## src/rtl/hzsb_pkg.sv

```systemverilog
// Shared helpers for the hazard scoreboard.
package hzsb_pkg;

    // Match rule: the stored entry and the key must both be valid and name the same register.
    function automatic logic tag_match(input logic ent_v, input logic key_v, input logic idx_eq);
        return ent_v & key_v & idx_eq;
    endfunction

endpackage

```

## src/rtl/hzsb_ptr_ctl.sv

```systemverilog
// Pointer and occupancy-count control for the scoreboard queue.
// Assumes DEPTH >= 2. An insert is accepted only when the queue is not full.
// A remove is honoured only when the queue is not empty.
module hzsb_ptr_ctl #(
    parameter int DEPTH = 2,
    parameter int PTR_W = (DEPTH > 1) ? $clog2(DEPTH) : 1,
    parameter int CNT_W = $clog2(DEPTH + 1)
) (
    input  logic             clk,
    input  logic             rst_n,
    input  logic             ins_vld,
    input  logic             rem_en,
    output logic             push,
    output logic             pop,
    output logic [PTR_W-1:0] wr_ptr,
    output logic [PTR_W-1:0] rd_ptr,
    output logic [CNT_W-1:0] cnt,
    output logic             full
);
    localparam logic [PTR_W-1:0] LAST = PTR_W'(DEPTH - 1);
    localparam logic [CNT_W-1:0] FULL_CNT = CNT_W'(DEPTH);

    logic empty;

    // Qualify the requests against the state at the start of the cycle.
    always_comb begin
        full  = (cnt == FULL_CNT);
        empty = (cnt == '0);
        push  = ins_vld & ~full;
        pop   = rem_en & ~empty;
    end

    // Advance the write pointer on each accepted insert, wrapping at DEPTH.
    always_ff @(posedge clk) begin
        if (!rst_n)    wr_ptr <= '0;
        else if (push) wr_ptr <= (wr_ptr == LAST) ? '0 : wr_ptr + 1'b1;
    end

    // Advance the read pointer on each honoured remove, wrapping at DEPTH.
    always_ff @(posedge clk) begin
        if (!rst_n)   rd_ptr <= '0;
        else if (pop) rd_ptr <= (rd_ptr == LAST) ? '0 : rd_ptr + 1'b1;
    end

    // Track the number of pending entries.
    always_ff @(posedge clk) begin
        if (!rst_n) cnt <= '0;
        else begin
            case ({push, pop})
                2'b10:   cnt <= cnt + 1'b1;
                2'b01:   cnt <= cnt - 1'b1;
                default: cnt <= cnt;
            endcase
        end
    end

    a_r1_reset_empties: assert property (@(posedge clk) !rst_n |=> (cnt == '0));
    a_r4_count_bounded: assert property (@(posedge clk) disable iff (!rst_n) cnt <= FULL_CNT);
    a_r4_full_refuses: assert property (@(posedge clk) disable iff (!rst_n)
        (full && !rem_en) |=> full);
    a_r6_empty_remove_ignored: assert property (@(posedge clk) disable iff (!rst_n)
        (empty && rem_en && !ins_vld) |=> (cnt == '0));
    a_r8_pair_keeps_count: assert property (@(posedge clk) disable iff (!rst_n)
        (push && pop) |=> (cnt == $past(cnt)));
endmodule

```

## src/rtl/hzsb_slot_store.sv

```systemverilog
// Circular storage of optional register indices with a per-slot occupancy bit.
// Assumes the controller never pushes and pops the same slot in one cycle.
module hzsb_slot_store #(
    parameter int DEPTH = 2,
    parameter int IDX_W = 5,
    parameter int PTR_W = (DEPTH > 1) ? $clog2(DEPTH) : 1
) (
    input  logic                        clk,
    input  logic                        rst_n,
    input  logic                        push,
    input  logic                        pop,
    input  logic [PTR_W-1:0]            wr_ptr,
    input  logic [PTR_W-1:0]            rd_ptr,
    input  logic                        dst_vld,
    input  logic [IDX_W-1:0]            dst_idx,
    output logic [DEPTH-1:0]            occ,
    output logic [DEPTH-1:0]            ent_v,
    output logic [DEPTH-1:0][IDX_W-1:0] ent_idx
);
    for (genvar s = 0; s < DEPTH; s++) begin : g_slot
        // Fill the slot on an insert aimed at it, and free it when it is the oldest and is removed.
        always_ff @(posedge clk) begin
            if (!rst_n) begin
                occ[s]     <= 1'b0;
                ent_v[s]   <= 1'b0;
                ent_idx[s] <= '0;
            end else if (push && (wr_ptr == PTR_W'(s))) begin
                occ[s]     <= 1'b1;
                ent_v[s]   <= dst_vld;
                ent_idx[s] <= dst_idx;
            end else if (pop && (rd_ptr == PTR_W'(s))) begin
                occ[s]     <= 1'b0;
            end
        end
    end

    a_r5_pop_frees_head: assert property (@(posedge clk) disable iff (!rst_n)
        pop |=> !occ[$past(rd_ptr)]);
    a_r3_push_fills_slot: assert property (@(posedge clk) disable iff (!rst_n)
        push |=> (occ[$past(wr_ptr)] && (ent_v[$past(wr_ptr)] == $past(dst_vld))));
endmodule

```

## src/rtl/hzsb_search_port.sv

```systemverilog
// One lookup port: compares its optional key against every occupied slot in parallel
// and ORs the per-slot results. Purely combinational, so it sees the stored state only.
module hzsb_search_port #(
    parameter int DEPTH = 2,
    parameter int IDX_W = 5
) (
    input  logic                        clk,
    input  logic                        rst_n,
    input  logic [DEPTH-1:0]            occ,
    input  logic [DEPTH-1:0]            ent_v,
    input  logic [DEPTH-1:0][IDX_W-1:0] ent_idx,
    input  logic                        key_vld,
    input  logic [IDX_W-1:0]            key_idx,
    output logic                        hit
);
    import hzsb_pkg::*;

    logic [DEPTH-1:0] slot_hit;

    // Per-slot comparison, gated by occupancy, then an OR reduction.
    always_comb begin
        for (int s = 0; s < DEPTH; s++)
            slot_hit[s] = occ[s] & tag_match(ent_v[s], key_vld, ent_idx[s] == key_idx);
        hit = |slot_hit;
    end

    a_r2_no_hit_without_key: assert property (@(posedge clk) disable iff (!rst_n)
        !key_vld |-> !hit);
    a_r10_hit_needs_pending: assert property (@(posedge clk) disable iff (!rst_n)
        hit |-> (|(occ & ent_v)));
endmodule

```

## src/rtl/hzsb_scoreboard.sv

```systemverilog
// In-order hazard scoreboard: a searchable queue of optional destination register
// indices with NUM_SRCH combinational lookup ports. Insert from decode, remove the
// oldest entry on write-back or squash. Lookups see the pre-update state.
module hzsb_scoreboard #(
    parameter int DEPTH    = 2,
    parameter int IDX_W    = 5,
    parameter int NUM_SRCH = 3
) (
    input  logic                      clk,
    input  logic                      rst_n,
    input  logic                      ins_vld,
    output logic                      ins_rdy,
    input  logic                      ins_dst_vld,
    input  logic [IDX_W-1:0]          ins_dst_idx,
    input  logic                      rem_en,
    input  logic [NUM_SRCH-1:0]       key_vld,
    input  logic [NUM_SRCH*IDX_W-1:0] key_idx,
    output logic [NUM_SRCH-1:0]       key_hit
);
    localparam int PTR_W = (DEPTH > 1) ? $clog2(DEPTH) : 1;
    localparam int CNT_W = $clog2(DEPTH + 1);

    logic                        push, pop, full;
    logic [PTR_W-1:0]            wr_ptr, rd_ptr;
    logic [CNT_W-1:0]            cnt;
    logic [DEPTH-1:0]            occ, ent_v;
    logic [DEPTH-1:0][IDX_W-1:0] ent_idx;

    hzsb_ptr_ctl #(.DEPTH(DEPTH), .PTR_W(PTR_W), .CNT_W(CNT_W)) u_ctl (
        .clk(clk), .rst_n(rst_n), .ins_vld(ins_vld), .rem_en(rem_en),
        .push(push), .pop(pop), .wr_ptr(wr_ptr), .rd_ptr(rd_ptr),
        .cnt(cnt), .full(full)
    );

    hzsb_slot_store #(.DEPTH(DEPTH), .IDX_W(IDX_W), .PTR_W(PTR_W)) u_store (
        .clk(clk), .rst_n(rst_n), .push(push), .pop(pop),
        .wr_ptr(wr_ptr), .rd_ptr(rd_ptr),
        .dst_vld(ins_dst_vld), .dst_idx(ins_dst_idx),
        .occ(occ), .ent_v(ent_v), .ent_idx(ent_idx)
    );

    // Decode may issue whenever a slot is free.
    always_comb ins_rdy = ~full;

    for (genvar k = 0; k < NUM_SRCH; k++) begin : g_port
        hzsb_search_port #(.DEPTH(DEPTH), .IDX_W(IDX_W)) u_port (
            .clk(clk), .rst_n(rst_n),
            .occ(occ), .ent_v(ent_v), .ent_idx(ent_idx),
            .key_vld(key_vld[k]), .key_idx(key_idx[k*IDX_W +: IDX_W]),
            .hit(key_hit[k])
        );
    end

    a_r3_occ_tracks_count: assert property (@(posedge clk) disable iff (!rst_n)
        $countones(occ) == int'(cnt));
    a_r4_rdy_follows_occ: assert property (@(posedge clk) disable iff (!rst_n)
        ins_rdy == !(&occ));
endmodule

```

## config.mk

```make
export PLATFORM = sky130hd
export DESIGN_NAME = hzsb_scoreboard
export DESIGN_NICKNAME = d
export VERILOG_FILES = /design/src/rtl/hzsb_pkg.sv /design/src/rtl/hzsb_ptr_ctl.sv /design/src/rtl/hzsb_slot_store.sv /design/src/rtl/hzsb_search_port.sv /design/src/rtl/hzsb_scoreboard.sv
export SDC_FILE = /design/constraint.sdc
export NUM_CORES = 1
export LEC_CHECK = 0
export BUFFER_PORTS_ARGS = -buffer_cell sky130_fd_sc_hd__buf_4
export CORE_MARGIN = 2
export CORE_UTILIZATION = 45
export CTS_CLUSTER_DIAMETER = 120
export DETAILED_ROUTE_END_ITERATION = 8
export PLACE_DENSITY = 0.74
export SLEW_MARGIN = 10
export SYNTH_ARGS = -nofsm -noshare
export SYNTH_HDL_FRONTEND = slang
export SYNTH_HIERARCHICAL = 1
export SYNTH_SLANG_ARGS = --single-unit
```

## constraint.sdc

```tcl
create_clock -name clk -period 1.41 [get_ports clk]
set_clock_uncertainty 0.1 [all_clocks]
set_input_delay 0.2115 -clock clk [delete_from_list [all_inputs] [get_ports clk]]
set_output_delay 0.2115 -clock clk [all_outputs]
set_load 0.1 [all_outputs]
```

==> results of run 1 <==
[through the flow]
| stage | hold slack [ps] | power, mW |
|---|---|---|
| 2_1_floorplan | 268 | 1.27 |
| 4_1_cts | 86.3 | 1.89 |
| 3_3_place_gp | 374 | 1.49 |
| 6_report | 95.6 | 1.99 |
| 3_5_place_dp | 383 | 1.52 |
| 5_1_grt | 90.3 | 2.10 |
[sequential cells by signal, summed over array words and instances (netlist names)]
| signal | cells |
|---|---|
| u_ctl/cnt | 2 |
| u_ctl/wr_ptr | 1 |
| u_store/ent_v | 2 |
| u_store/ent_idx | 10 |
| u_store/occ | 2 |
| u_ctl/rd_ptr | 1 |
[timing repair]
action,CTS,global route
setup endpoints to repair,5,15
resized for setup,19,13
pin swaps,7,8
hold buffers,0,0
buffers inserted,0,1
[layout by cell type (no fill, tap or decap), types with 2 or more instances in the layout]
| cell | n |
|---|---|
| sky130_fd_sc_hd__nand2_1 | 19 |
| sky130_fd_sc_hd__buf_12 | 4 |
| sky130_fd_sc_hd__xnor2_1 | 28 |
| sky130_fd_sc_hd__buf_4 | 30 |
| sky130_fd_sc_hd__nor2b_1 | 2 |
| sky130_fd_sc_hd__clkbuf_4 | 3 |
| sky130_fd_sc_hd__dfxtp_4 | 5 |
| sky130_fd_sc_hd__xnor2_2 | 4 |
| sky130_fd_sc_hd__nand4_1 | 12 |
| sky130_fd_sc_hd__o22ai_4 | 3 |
| sky130_fd_sc_hd__dfxtp_2 | 7 |
| sky130_fd_sc_hd__inv_1 | 2 |
| sky130_fd_sc_hd__or3_1 | 2 |
| sky130_fd_sc_hd__mux2i_1 | 12 |
| sky130_fd_sc_hd__nor2_1 | 2 |
| sky130_fd_sc_hd__buf_6 | 5 |
| sky130_fd_sc_hd__dfxtp_1 | 6 |
[critical path, stage by stage (launching register included)]
cell                      delay (ps)
sky130_fd_sc_hd__dfxtp_4         390
sky130_fd_sc_hd__xnor2_2         160
sky130_fd_sc_hd__nand4_1         180
sky130_fd_sc_hd__o22ai_4         210
sky130_fd_sc_hd__buf_12          200
[final timing paths]
path                        end  slack (ps)  cells past startpoint
max reg2reg        u_ctl/cnt[1]        -160                      6
min          u_store/ent_idx[1]         100                      3
max                  key_hit[0]        -330                      4
min reg2reg      u_store/occ[0]         400                      2
[power by group through the flow]
stage	Clock, mW	Sequential (mW)	Combinational, mW
2_1_floorplan	0	0.723	0.548
3_3_place_gp	0	0.738	0.757
3_5_place_dp	0	0.745	0.779
4_1_cts	0.323	0.730	0.838
5_1_grt	0.343	0.756	0.998
6_report	0.314	0.740	0.932
[final cells by class]
class / instances / area, um^2 / share of cell area
Inverter: 4 / 17.5 / 0.0107
Timing Repair Buffer: 39 / 362 / 0.220
Sequential cell: 18 / 388 / 0.236
Tap cell: 28 / 35.0 / 0.0214
Clock buffer: 4 / 36.3 / 0.0221
Multi-Input combinational cell: 97 / 802 / 0.489
[routing by layer]
metal / track usage / share of wire
met5: 0 / 0
met2: 0.377 / 0.53
met4: 0.0940 / 0.0061
met1: 0.233 / 0.42
met3: 0.0452 / 0.044
[cell families (layout without fill, tap and decap cells)]
logic type | after synthesis | in the layout | synth area share
AOI/OAI and AO/OA | 11 | 11 | 0.0641
xor gates and xnor gates | 33 | 33 | 0.264
adders and majority gates | 1 | 1 | 0.0114
buffers and inverters | 8 | 47 | 0.0400
DFF | 18 | 18 | 0.330
muxes | 12 | 12 | 0.110
and+or+nand+nor | 40 | 40 | 0.181
==> run summary, run 1 <==
The run finished, with violations left. The checks that failed: setup timing. The die covers 2840 um^2.

TritonCTS built the clock tree. After detailed routing, the average wire length per cell comes to 14.8 um. For the pin with the worst max-slew slack, the measured transition is 195 ps.

Global-route usage over all layers: 0.210. Counting tap cells, the placed design contains a total of 185 instances. The startpoint of the tightest hold check path was ins_dst_idx[1]. The synthesized design contains 18 register bits. The share of the yosys chip area belonging to registers came out at 0.330. The run gives 0 as the initial antenna violation count. The worst register-to-register path begins at u_ctl/cnt[1].

The worst setup path is of the flip-flop to primary output kind. The count of final hold-check violations was 0; the area growth from synthesis to layout was 50.0%. The tools report the non-filler instance count after layout as 190. The synthesized netlist cell count is 123, and the count of yosys warnings during synthesis is 6. The number of different library cells used by synthesis comes to 22. After clock tree synthesis, the clock-pin slew on the worst setup and hold paths is 110 ps. The tools report the CTS H-tree depth as 1.

The fraction of final layout cells with drive strength greater than 1 was 0.432. Counting the fill cells in the layout gives 171. Of all nets on the critical path, the largest fanout is 4. Type of the worst min-delay path: primary input to flip-flop. The first detailed-routing pass ran for 4 iterations. The maximum count of clock buffers along a single path was 2. For the residual DRC count, the log shows 0. The tools report the critical path launch point as u_store/ent_idx[7]. In this run the vertical extent of the chip is 53.3 um.

The max capacitance violation total was 0; the internal power was 1.30 mW. The floorplan step set the die width to 53.3 um. The cell row count came out at 17. The tools report the root buffer selected by CTS as sky130_fd_sc_hd__clkbuf_4.

STA puts the critical path data arrival time at 1430 ps. The logs give 0.158 for the clock network power share and 0.485 for the initial core utilization. Among all cell types in the netlist, the one instantiated most often is sky130_fd_sc_hd__xnor2_1. The tools report the detailed-route via count as 994.

The power spent charging and discharging nets is 0.689 mW. The detail route stage leaves a number of antenna-violating nets equal to 0. Setup violations remaining at the end of the flow were counted as 11. The sequential fraction of design power came out at 0.373. Summed over all cells, the static leakage comes to 0.599 nW. Clock tree synthesis found a total of 18 sinks.

For the final setup slack of the worst path, the log shows -333 ps. STA classifies the critical path endpoint as a primary output. The congestion estimate from routability-driven global placement came to 0.759. Buffers placed on the I/O ports in this run total 31.

For the maximum frequency from static timing analysis, the log shows 574 MHz. The tools report the element type at the critical path start as a flip-flop. The area of placed instances is 1480 um^2, and the via count of the first global-routing pass is 1012.

Counting every net in the synthesized netlist gives 152. The largest area contributor in the synthesized netlist was sky130_fd_sc_hd__dfxtp_1. The number of antenna diodes in the final layout is 0.

Combined area of all synthesized cells: 1090 um^2. Prior to clock tree synthesis, the placed netlist has a worst setup slack of -119 ps. The number of top-level design ports was 32.

Summed over all failing endpoints, the final setup total negative slack is -1470 ps. The worst-case headroom to the max-slew limit came out at 0.869. Wires add up to 2810 um.

The maximum VDD drop came out at 993 uV. Clock insertion delay at the later pin of the skew report: 290 ps. Ranked by total cell area, the synthesized netlist is headed by sky130_fd_sc_hd__dfxtp_1, sky130_fd_sc_hd__xnor2_1, sky130_fd_sc_hd__mux2i_1. The part of the cycle the worst path needs is 1.24, and the combinational share of power is 0.469. Counting instances in the post-synthesis netlist gives the leading cell types as sky130_fd_sc_hd__xnor2_1, sky130_fd_sc_hd__nand2_1, sky130_fd_sc_hd__dfxtp_1, sky130_fd_sc_hd__mux2i_1, sky130_fd_sc_hd__nand4_1. The number of enable flip-flop cells after synthesis was 0.

The initial DRC count was 23. The leading register cell type out of synthesis is sky130_fd_sc_hd__dfxtp_1. The final period demand of the worst path came out at 1740 ps. The run gives 1100 ps as the worst endpoint required time. The global route total overflow came out at 0. The run gives 4190 um as the wire length of the first global-routing pass.

Setup repair after global routing could not meet its margin everywhere. In this run the mean area of a mapped cell was 8.89 um^2. The fraction of the core area covered by cells at the end of the flow is 0.728, and the per-cell via count in the routed design is 5.23. The finished cells cover 1640 um^2.

The fraction of synthesis flops using an asynchronous set or reset pin is 0. The logs give 0 for the count of final max-slew check failures and 192 for the net total in the final layout. The fraction of synthesized cell area taken by the top area cell type works out to 0.330. The run gives 2250 um^2 as the area of the core region.

The fraction of power spent switching nets is 0.347. The tools report the pin count of the biggest net entering global routing as 23. The total power per unit cell area works out to 1210 nW/um^2. The total clock buffers created by CTS came out at 3.
(Power assumes the default switching activity.)
==> inputs of run 2 (changes only) <==
CORE_UTILIZATION = 35   (was 45)
PLACE_DENSITY = default   (was 0.74)
==> run 2 against run 1 <==
  * The flow still finishes with violations (setup timing)
  * Largest cell class unchanged
  * Critical path depth unchanged
  * Global-route usage is 4.9 points lower
  * Worst setup slack got worse by 3.3 ps
  * Power is 3.9% lower
  * Clock-buffer cell count down 1
  * Via count decreased by 2.2%
  * Clock power down 21%
==> run summary, run 2 (same netlist as run 1, synthesis figures left out) <==
The run gives 23 (unchanged) as the pin count of the biggest net entering global routing. The tools report the final setup slack of the worst path as -336 ps (-3.32 ps). Post-route worst hold slack: 91.1 ps (-4.45 ps). The max capacitance violation total is 0 (unchanged), and the non-filler instance count after layout is 195 (+2.6%). For the cell row count, the log shows 20 (+3). Per-cell via count in the routed design: 4.98 (-4.7%).

The count of final max-slew check failures came out at 0 (unchanged). The run gives 0.387 (+0.014) as the sequential fraction of design power. STA classifies the critical path startpoint as a flip-flop.

The number of flip-flops in the largest register was 10 (unchanged); the static leakage was 0.633 nW (+5.7%). The number of sinks on the clock net is 18 (unchanged). The run gives 287 (+68%) as the number of filler instances in the final layout.

The tools report the wire length of the first global-routing pass as 4240 um (+1.3%). The initial core utilization was 0.364 (-0.121); the total clock buffers created by CTS was 3 (unchanged). The arrival time at the worst endpoint is 1430 ps (about the same). The tools report the maximum count of clock buffers along a single path as 2 (unchanged). The tools report the via count of the first global-routing pass as 984 (-2.8%). The tools report the maximum frequency from static timing analysis as 573 MHz (-0.19%).

Compared with the post-synthesis result, the final layout area differs by 54.5%. The combinational share of power is 0.483 (+0.014), and the total power per unit cell area is 1130 nW/um^2 (-6.6%). Antenna violation net count after detailed routing: 0 (unchanged). Class of the most critical setup path: flip-flop to primary output. The height of the die was 59.9 um (+12%); the initial DRC count was 19 (-17%). The fraction of the core area covered by cells at the end of the flow is 0.563 (-0.165), and the initial antenna violation count is 0 (unchanged). The antenna cell count was 0 (unchanged); the net total in the final layout was 193 (+0.52%).

The run gives 0.665 mW (-3.5%) as the power spent charging and discharging nets. The detailed-route wire length per cell came out at 13.6 um (-8.1%). The worst hold path belongs to the class primary input to flip-flop. The fraction of final layout cells with drive strength greater than 1 is 0.469 (+0.0370).

The chip width is 59.9 um (+12%). The tools report the CTS H-tree depth as 1 (unchanged). The number of top-level design ports is 32 (unchanged), and the total placed cells including tap cells is 190 (+2.7%).

The internal power came out at 1.24 mW (-4.1%). Counting flops per register, the top entry is u_store/ent_idx. The worst-case headroom to the max-slew limit was 0.866 (-0.00286); the sum of internal, switching and leakage power was 1.91 mW (-3.9%). The most frequent standard cell in the layout excluding fill and tap cells is sky130_fd_sc_hd__buf_4. Final period demand of the worst path: 1750 ps (+3.32 ps). The part of the cycle the worst path needs came out at 1.24 (+0.00236). The area enclosed by the die boundary was 3590 um^2 (+26%); the worst-margin pin slew was 201 ps (+6.04 ps). STA classifies the critical path endpoint as a primary output.

The top cell types in the final layout, fill and taps aside, are sky130_fd_sc_hd__buf_4, sky130_fd_sc_hd__xnor2_1, sky130_fd_sc_hd__nand2_1. The maximum VDD drop was 880 uV (-11%); the largest fanout on the critical path was 4 (unchanged). The logs give 280 ps (about the same) for the clock insertion delay at the later pin of the skew report and 3000 um^2 (+33%) for the area of the core region.

The tools report the root buffer selected by CTS as sky130_fd_sc_hd__clkbuf_4. The checks that failed: setup timing. For the detailed-route via count, the log shows 972 (-2.2%).

The run finished, with violations left. The number of buffer cells added on primary ports is 31 (unchanged), and the global placer's final weighted congestion is 0.868 (+14%). The clock-pin slew reported for the worst setup and hold paths after clock tree synthesis was 90 ps (-20 ps).

The residual DRC count is 0 (unchanged). For the clock network power share, the log shows 0.130 (-0.028). Global-route usage over all layers: 0.161 (-0.0489). The fraction of power spent switching nets works out to 0.349 (+0.00140). The number of detailed-route iterations in the first pass was 4 (unchanged); the half-perimeter wire length after placement was 2170 um. The count of final hold-check violations was 0 (unchanged); the aggregate routed wire length was 2650 um (-5.7%).

Setup repair after global routing could not meet its margin everywhere. TritonCTS built the clock tree. The worst endpoint required time was 1100 ps (about the same). Final-report setup violation count: 11 (unchanged). The global route total overflow is 0 (unchanged).
## run 2: timing repair
item,4_1_cts,5_1_grt
pin swaps,5,3
hold buffers,0,0
gates resized for setup,28,9
endpoints found under the setup margin,5,14
buffers inserted,1,1
## run 2: path summary, 6_finish.rpt
| check | start | end | slack (ps) | cells past startpoint |
|---|---|---|---|---|
| min | ins_dst_idx[4] | u_store/ent_idx[9] | 90 | 3 |
| max | u_store/ent_idx[8] | key_hit[2] | -340 | 4 |
| max reg2reg | u_ctl/cnt[1] | u_ctl/cnt[1] | -100 | 6 |
| min reg2reg | u_store/occ[0] | u_store/occ[0] | 400 | 2 |
## run 2: worst max-delay path: stages, from the launching register on
cell and delay, ps:
sky130_fd_sc_hd__dfxtp_4 390, sky130_fd_sc_hd__xnor2_2 140, sky130_fd_sc_hd__nand4_1 190, sky130_fd_sc_hd__o22ai_4 230, sky130_fd_sc_hd__buf_12 200
## run 2: power by group through the flow
| stage | Clock (mW) | Combinational, mW | Sequential [mW] |
|---|---|---|---|
| 2_1_floorplan | 0 | 0.548 | 0.723 |
| 3_3_place_gp | 0 | 0.763 | 0.738 |
| 3_5_place_dp | 0 | 0.782 | 0.748 |
| 4_1_cts | 0.262 | 0.875 | 0.738 |
| 5_1_grt | 0.284 | 0.991 | 0.762 |
| 6_report | 0.248 | 0.923 | 0.739 |
## run 2: metrics by stage
step	TNS, ps	instance area (um^2)	worst slack, ps
final	-1190	1690	-336
after global routing	-2360	1690	-402
after CTS	-1060	1640	-316
after floorplan	-328	1180	-108
after global placement	-222	1480	-72.3
after detailed placement	-316	1480	-96.2
## run 2: area by class of cell
class	instances	area [um^2]	area share
clock buffers	3	22.5	0.0133
inverters	4	17.5	0.0104
well taps	33	41.3	0.0244
flip-flops and latches	18	388	0.230
repair buffers	40	369	0.219
multi-input cells	97	851	0.504
## run 2: metal layers
layer,up-vias,global-route usage,share of wire
li1,505,-,-
met1,441,0.173,0.40
met2,24,0.307,0.55
met3,2,0.0303,0.049
met4,0,0.0571,0.0072
met5,-,0,0
